`src/rtl/spi_flag_pkg.sv`:
```
package spi_flag_pkg;
   typedef enum logic [1:0] {
      REG_CTL   = 2'd0,
      REG_STAT  = 2'd1,
      REG_DATA  = 2'd2,
      REG_SPARE = 2'd3
   } spi_reg_e;

   localparam int ST_DONE_BIT = 7;
   localparam int ST_WCOL_BIT = 6;
   localparam int ST_MODF_BIT = 4;
   localparam int CTL_MST_BIT = 0;
   localparam int CTL_IE_BIT  = 1;

   localparam int FLAG_DONE = 0;
   localparam int FLAG_WCOL = 1;
   localparam int FLAG_MODF = 2;
   localparam int NUM_FLAGS = 3;
endpackage

```
`src/rtl/spi_ss_sync.sv`:
```
module spi_ss_sync #(
   parameter int STAGES = 2
) (
   input  logic clk,
   input  logic rst_n,
   input  logic d_i,
   output logic q_o
);
   if (STAGES < 1) begin : g_bad
      $error("spi_ss_sync: STAGES must be at least 1");
   end

   if (STAGES == 1) begin : g_one
      logic q;
      always_ff @(posedge clk or negedge rst_n) begin
         if (!rst_n) q <= 1'b1;
         else        q <= d_i;
      end
      assign q_o = q;
   end else begin : g_chain
      logic [STAGES-1:0] sh;
      always_ff @(posedge clk or negedge rst_n) begin
         if (!rst_n) sh <= '1;
         else        sh <= {sh[STAGES-2:0], d_i};
      end
      assign q_o = sh[STAGES-1];
   end
endmodule

```
`src/rtl/spi_sticky_flag.sv`:
```
module spi_sticky_flag (
   input  logic clk,
   input  logic rst_n,
   input  logic set_i,
   input  logic stat_rd_i,
   input  logic clr_acc_i,
   output logic flag_o
);
   logic flag_q;
   logic arm_q;

   // a new set always wins and cancels a pending arm
   always_ff @(posedge clk or negedge rst_n) begin
      if (!rst_n) begin
         flag_q <= 1'b0;
         arm_q  <= 1'b0;
      end else if (set_i) begin
         flag_q <= 1'b1;
         arm_q  <= 1'b0;
      end else if (arm_q && clr_acc_i) begin
         flag_q <= 1'b0;
         arm_q  <= 1'b0;
      end else if (stat_rd_i && flag_q) begin
         arm_q  <= 1'b1;
      end
   end

   assign flag_o = flag_q;
endmodule

```
`src/rtl/spi_xfer_engine.sv`:
```
module spi_xfer_engine #(
   parameter int DATA_W   = 8,
   parameter int DIV_HALF = 2
) (
   input  logic              clk,
   input  logic              rst_n,
   input  logic              load_i,
   input  logic              go_i,
   input  logic [DATA_W-1:0] load_data_i,
   input  logic              abort_i,
   input  logic              miso_i,
   output logic              busy_o,
   output logic              done_o,
   output logic [DATA_W-1:0] rx_o,
   output logic              sck_o,
   output logic              mosi_o
);
   localparam int DIV_W = (DIV_HALF > 1) ? $clog2(DIV_HALF) : 1;
   localparam int CNT_W = $clog2(DATA_W);
   localparam logic [DIV_W-1:0] DIV_LAST = DIV_W'(DIV_HALF - 1);
   localparam logic [CNT_W-1:0] BIT_LAST = CNT_W'(DATA_W - 1);

   if (DIV_HALF < 1) begin : g_bad_div
      $error("spi_xfer_engine: DIV_HALF must be at least 1");
   end
   if (DATA_W < 2) begin : g_bad_w
      $error("spi_xfer_engine: DATA_W must be at least 2");
   end

   logic [DATA_W-1:0] shreg;
   logic [DATA_W-1:0] rx_buf;
   logic [DIV_W-1:0]  div_cnt;
   logic [CNT_W-1:0]  bit_cnt;
   logic              busy_q;
   logic              done_q;
   logic              sck_q;
   logic              rx_bit;

   always_ff @(posedge clk or negedge rst_n) begin
      if (!rst_n) begin
         shreg   <= '0;
         rx_buf  <= '0;
         div_cnt <= '0;
         bit_cnt <= '0;
         busy_q  <= 1'b0;
         done_q  <= 1'b0;
         sck_q   <= 1'b0;
         rx_bit  <= 1'b0;
      end else begin
         done_q <= 1'b0;
         if (abort_i) begin
            busy_q  <= 1'b0;
            sck_q   <= 1'b0;
            div_cnt <= '0;
            bit_cnt <= '0;
         end else if (load_i && !busy_q) begin
            shreg   <= load_data_i;
            busy_q  <= go_i;
            sck_q   <= 1'b0;
            div_cnt <= '0;
            bit_cnt <= '0;
         end else if (busy_q) begin
            if (div_cnt == DIV_LAST) begin
               div_cnt <= '0;
               sck_q   <= ~sck_q;
               if (!sck_q) begin
                  rx_bit <= miso_i;
               end else begin
                  shreg <= {shreg[DATA_W-2:0], rx_bit};
                  if (bit_cnt == BIT_LAST) begin
                     busy_q  <= 1'b0;
                     done_q  <= 1'b1;
                     rx_buf  <= {shreg[DATA_W-2:0], rx_bit};
                     bit_cnt <= '0;
                  end else begin
                     bit_cnt <= bit_cnt + 1'b1;
                  end
               end
            end else begin
               div_cnt <= div_cnt + 1'b1;
            end
         end
      end
   end

   assign busy_o = busy_q;
   assign done_o = done_q;
   assign rx_o   = rx_buf;
   assign sck_o  = sck_q;
   assign mosi_o = shreg[DATA_W-1];
endmodule

```
`src/rtl/spi_flag_ctl.sv`:
```
module spi_flag_ctl
   import spi_flag_pkg::*;
#(
   parameter int DATA_W   = 8,
   parameter int DIV_HALF = 2,
   parameter int SS_SYNC  = 2
) (
   input  logic              clk,
   input  logic              rst_n,
   input  logic [1:0]        bus_addr,
   input  logic              bus_rd,
   input  logic              bus_wr,
   input  logic [DATA_W-1:0] bus_wdata,
   output logic [DATA_W-1:0] bus_rdata,
   output logic              sck_o,
   output logic              mosi_o,
   input  logic              miso_i,
   input  logic              ss_n_i,
   input  logic              ss_is_out_i,
   output logic              irq_o
);
   if (DATA_W < 8) begin : g_bad_w
      $error("spi_flag_ctl: DATA_W must be at least 8");
   end

   logic wr_ctl, wr_data, rd_stat, data_acc;
   logic ss_q, fault_evt;
   logic ctl_mst, ctl_ie;
   logic xfer_busy, xfer_done;
   logic [DATA_W-1:0] rx_byte;
   logic [NUM_FLAGS-1:0] flag_set, flag_clr, flag_q;
   logic flag_done, flag_wcol, flag_modf;

   assign wr_ctl   = bus_wr && (bus_addr == REG_CTL);
   assign wr_data  = bus_wr && (bus_addr == REG_DATA);
   assign rd_stat  = bus_rd && (bus_addr == REG_STAT);
   assign data_acc = (bus_rd || bus_wr) && (bus_addr == REG_DATA);

   spi_ss_sync #(.STAGES(SS_SYNC)) u_ss_sync (
      .clk   (clk),
      .rst_n (rst_n),
      .d_i   (ss_n_i),
      .q_o   (ss_q)
   );

   assign fault_evt = ctl_mst && !ss_is_out_i && !ss_q;

   always_ff @(posedge clk or negedge rst_n) begin
      if (!rst_n) begin
         ctl_mst <= 1'b0;
         ctl_ie  <= 1'b0;
      end else begin
         if (wr_ctl) ctl_ie <= bus_wdata[CTL_IE_BIT];
         if (fault_evt)   ctl_mst <= 1'b0;
         else if (wr_ctl) ctl_mst <= bus_wdata[CTL_MST_BIT];
      end
   end

   spi_xfer_engine #(.DATA_W(DATA_W), .DIV_HALF(DIV_HALF)) u_engine (
      .clk         (clk),
      .rst_n       (rst_n),
      .load_i      (wr_data),
      .go_i        (ctl_mst),
      .load_data_i (bus_wdata),
      .abort_i     (fault_evt),
      .miso_i      (miso_i),
      .busy_o      (xfer_busy),
      .done_o      (xfer_done),
      .rx_o        (rx_byte),
      .sck_o       (sck_o),
      .mosi_o      (mosi_o)
   );

   always_comb begin
      flag_set            = '0;
      flag_clr            = '0;
      flag_set[FLAG_DONE] = xfer_done;
      flag_set[FLAG_WCOL] = wr_data && xfer_busy;
      flag_set[FLAG_MODF] = fault_evt;
      flag_clr[FLAG_DONE] = data_acc;
      flag_clr[FLAG_WCOL] = data_acc;
      flag_clr[FLAG_MODF] = wr_ctl;
   end

   for (genvar gi = 0; gi < NUM_FLAGS; gi++) begin : g_flag
      spi_sticky_flag u_flag (
         .clk       (clk),
         .rst_n     (rst_n),
         .set_i     (flag_set[gi]),
         .stat_rd_i (rd_stat),
         .clr_acc_i (flag_clr[gi]),
         .flag_o    (flag_q[gi])
      );
   end

   assign flag_done = flag_q[FLAG_DONE];
   assign flag_wcol = flag_q[FLAG_WCOL];
   assign flag_modf = flag_q[FLAG_MODF];

   always_comb begin
      bus_rdata = '0;
      unique case (bus_addr)
         REG_CTL: begin
            bus_rdata[CTL_MST_BIT] = ctl_mst;
            bus_rdata[CTL_IE_BIT]  = ctl_ie;
         end
         REG_STAT: begin
            bus_rdata[ST_DONE_BIT] = flag_done;
            bus_rdata[ST_WCOL_BIT] = flag_wcol;
            bus_rdata[ST_MODF_BIT] = flag_modf;
         end
         REG_DATA:  bus_rdata = rx_byte;
         default:   bus_rdata = '0;
      endcase
   end

   assign irq_o = ctl_ie && (flag_done || flag_modf);
endmodule

```
`config.mk`:
```
export PLATFORM = sky130hd
export DESIGN_NAME = spi_flag_ctl
export DESIGN_NICKNAME = d
export VERILOG_FILES = /design/src/rtl/spi_flag_pkg.sv /design/src/rtl/spi_ss_sync.sv /design/src/rtl/spi_sticky_flag.sv /design/src/rtl/spi_xfer_engine.sv /design/src/rtl/spi_flag_ctl.sv
export SDC_FILE = /design/constraint.sdc
export NUM_CORES = 1
export LEC_CHECK = 0
export BUFFER_PORTS_ARGS = -buffer_cell sky130_fd_sc_hd__buf_2
export CORE_MARGIN = 2
export CORE_UTILIZATION = 40
export CTS_BUF_LIST = sky130_fd_sc_hd__clkbuf_4 sky130_fd_sc_hd__clkbuf_8
export CTS_CLUSTER_SIZE = 25
export DETAILED_ROUTE_END_ITERATION = 7
export GPL_TIMING_DRIVEN = 0
export PLACE_DENSITY_LB_ADDON = 0.1
export REMOVE_ABC_BUFFERS = 1
export SLEW_MARGIN = 20
export SYNTH_ARGS = -nofsm -noshare
export SYNTH_HDL_FRONTEND = slang
export SYNTH_SLANG_ARGS = --single-unit
```
`constraint.sdc`:
```
create_clock -name clk -period 4.6 [get_ports clk]
set_input_delay 0.46 -clock clk [delete_from_list [all_inputs] [get_ports clk]]
set_output_delay 0.46 -clock clk [all_outputs]
set_load 0.01 [all_outputs]
```
==> impl_metrics.csv <==
group,metric,value,unit
status,outcome,"finished, final reports clean",
layout,utilization,49.47,%
global_route,grt_pass1_wl,5664,um
logic_synthesis,syn_area,0.001600,mm^2
logic_synthesis,synth_seq_cells,34,
detailed_routing,wire_per_inst,15.78,um
worst_setup_path,cp_top_family,"simple AND/OR/NAND/NOR gates",
worst_setup_path,rr_worst_depth,3,
detailed_routing,wl,3282,um
clock_tree,post-cts-setup-buffers,0,
clock_tree,clk_latency,0.28,ns
die,core,0.003744,mm^2
logic_synthesis,syn_area_per_cell,12.22,um^2
sta,slew-limit-headroom,32.80,%
die,initial_core_util,42.75,%
run,max-cap-violations,0,
detailed_routing,vias_per_cell,5.418,
logic_synthesis,synth-compound-area-share,15.17,%
sta,rsz0062_at_grt,"false",
clock_tree,post_cts_resized,0,
die,dieArea,0.004523,mm^2
sta,setup_viol,0,
worst_setup_path,worstPathArrival,2.36,ns
sta,period_needed,2.196,ns
global_route,grt_max_degree,35,
sta,skew,0.004780,ns
sta,tns,0,ns
layout,layout_commonest_cell,"dfrtp_1",
place,port_buffers,27,
worst_setup_path,crit_path_end_kind,"flop",
detailed_routing,first_pass_iters,4,
die,num_rows,22,
power,power,883.5,uW
power,power_density,477.1,mW/mm^2
power,vdd_drop_max,0.2218,mV
worst_setup_path,worstSetupStartpoint,"u_engine.busy_o$_DFF_PN0_",
clock_tree,cts.sinks,34,
worst_setup_path,endpoint,"u_engine.rx_o[6]$_DFFE_PN0P_",
layout,nNetsFinal,182,
die,num_io_pins,28,
sta,max_freq,0.4554,GHz
logic_synthesis,synth_top_family_by_area,"compound AO/OA/AOI/OAI gates",
global_route,antenna_found_initial,0,
sta,drv_slew,0,
clock_tree,htreeDepth,2,
clock_tree,hold_buffers,0,
power,leakagePower,0.0008977,uW
logic_synthesis,synth.mux.area_fraction,10.16,%
logic_synthesis,yosysWarningCount,0,
detailed_routing,vias,1127,
die,die_w,67.25,um
logic_synthesis,synth_ff_type,"dfrtp_1",
logic_synthesis,seq_area_frac_synth,53.32,%
clock_tree,cts_buffers,5,
layout,diodes,0,
clock_tree,clk_pin_slew,0.06,ns
clock_tree,clk_path_buf_depth,2,
worst_setup_path,crit_fanout,15,
layout,syn_to_final_growth,15.72,%
layout,final_cell_mix,"dfrtp_1, buf_2, nand2_1",
clock_tree,cts_tree,"built",
logic_synthesis,synthAdderAreaFrac,3.909,%
detailed_routing,ant_nets,0,
worst_setup_path,path_depth,3,
worst_setup_path,reg2reg_from,"u_engine.busy_o$_DFF_PN0_",
logic_synthesis,ys_async_sr_fraction,100.0,%
global_route,grt_usage,17.40,%
die,die_h,67.25,um
worst_setup_path,crit_required,4.76,ns
worst_setup_path,path_class,"flop to flop",
detailed_routing,drc,0,
logic_synthesis,synth_edf_count,0,
logic_synthesis,synth_xor_area_share,1.095,%
worst_setup_path,slowest_stage,"nor3b_2",
logic_synthesis,synth-simple-area-share,13.68,%
place,dp.cells,201,
logic_synthesis,synth_cell_type_count,39,
global_route,grt-ovfl-total,0,
worst_setup_path,startpoint_type,"flop",
logic_synthesis,syn_inst,131,
place,gp_routability_congestion,0.6984,
worst_setup_path,critical_path.max_stage_delay,0.91,ns
worst_setup_path,cp_num_buf_inv,0,
sta,tightestPinTransition,1.004,ns
sta,fin_hold_ws,0.2408,ns
sta,min_period_over_period,47.74,%
sta,hold_viol_final,0,
layout,fill_cells,366,
worst_setup_path,cp_cell_sequence,"nand3_2 > nor3b_2 > mux2_4",
worst_setup_path,worstReg2RegEnd,"u_engine.rx_o[6]$_DFFE_PN0P_",
detailed_routing,drt-initial-drc-count,39,
layout,layout.cells.non_filler,208,
global_route,first_global_vias,1236,
min_path,hold_class,"input pin to asynchronous set/reset pin",
layout,drive_above_1_share,31.87,%
worst_setup_path,r2r_slack,2.40,ns
place,place_hpwl,2363,um
clock_tree,cts_root_buffer,"clkbuf_8",
-- worst reg2reg max path, delay by kind of cell, from the launching register on --
kind	cells	cell delay [ns]
flops	1	0.48
mux	1	0.35
simple gates	2	1.25
-- where the power goes --
part | leakage [uW] | internal, uW | switching, uW
clock | 0.0000452 | 116 | 94.8
sequential | 0.000423 | 386 | 77.5
combinational | 0.000430 | 114 | 95.3
total | 0.000898 | 616 | 268
-- layer usage --
metal  global-route usage (%)  vias to the layer above  part of all wire (%)  wire [um]
met2                    27.97                       26                    48       1563
met1                    21.59                      558                    47       1527
met4                    7.143                        0                   1.2         41
met5                        0                        -                     0          0
met3                    5.667                        5                   4.6        150
li1                         -                      538                     -          -
-- cell type report --
class / count / area [um^2] / share of cell area [%]
sequential: 34 / 853.3 / 46.08
clock buffer: 7 / 83.83 / 4.527
multi-input combinational: 88 / 704.4 / 38.04
inverter: 4 / 15.01 / 0.8108
tap: 48 / 60.06 / 3.243
timing repair buffer: 27 / 135.1 / 7.297
-- synthesized netlist by cell type, drive strengths merged, types with 2 or more instances --
cell     number  area, um^2
nand4b        2       17.52
inv           4       15.01
nand3         4       25.02
and2          3       18.77
buf           2       16.26
nor2b         3       18.77
a2bb2oi       7       61.31
nand2        12       45.04
a22oi         3       22.52
a22o          2       17.52
a21oi         6       33.78
dfrtp        32       800.8
o21a          2       15.01
o22ai         8       50.05
mux2i         2       20.02
clkbuf        3       11.26
nor2          4       15.01
ha            5       62.56
mux2         10       142.6
dfstp         2       52.55
nor3b         2       31.28
-- how the worst min path moves through the flow --
| stage | start | end | slack (ns) |
|---|---|---|---|
| finish | rst_n | u_engine.rx_o[4]$_DFFE_PN0P_ | 0.24 |
| global route | ss_n_i | u_ss_sync.g_chain.sh[0]$_DFF_PN1_ | 0.25 |
| CTS | rst_n | u_engine.rx_o[4]$_DFFE_PN0P_ | 0.26 |
| detailed placement | u_ss_sync.g_chain.sh[0]$_DFF_PN1_ | u_ss_sync.g_chain.sh[1]$_DFF_PN1_ | 0.35 |
| global placement | u_ss_sync.g_chain.sh[0]$_DFF_PN1_ | u_ss_sync.g_chain.sh[1]$_DFF_PN1_ | 0.35 |
| floorplan | rst_n | ctl_ie$_DFFE_PN0P_ | 0.16 |
-- state kept, by name, indices dropped and copies added (netlist names) --
name / cells
u_engine.rx_o: 8
u_engine.shreg: 8
g_flag.u_flag.arm_q: 3
g_flag.u_flag.flag_o: 3
u_engine.bit_cnt: 3
u_ss_sync.g_chain.sh: 2
ctl_ie: 1
ctl_mst: 1
u_engine.busy_o: 1
u_engine.div_cnt: 1
u_engine.done_o: 1
u_engine.rx_bit: 1
u_engine.sck_o: 1
-- through the flow --
stage               setup WS (ns)  cell area [um^2]
floorplan                   2.767              1573
global placement            2.411              1768
detailed placement          2.380              1768
CTS                         2.331              1852
global route                2.206              1852
finish                      2.404              1852
-- cell families after synthesis --
logic type,Yosys count
XOR/XNOR,2
buffers and inverters,9
flip-flops,34
multiplexers,12
adder cells (fa/ha/maj),5
AND/OR/NAND/NOR,36
AO/OA/AOI/OAI,33
Power figures use the tool's default switching activity.
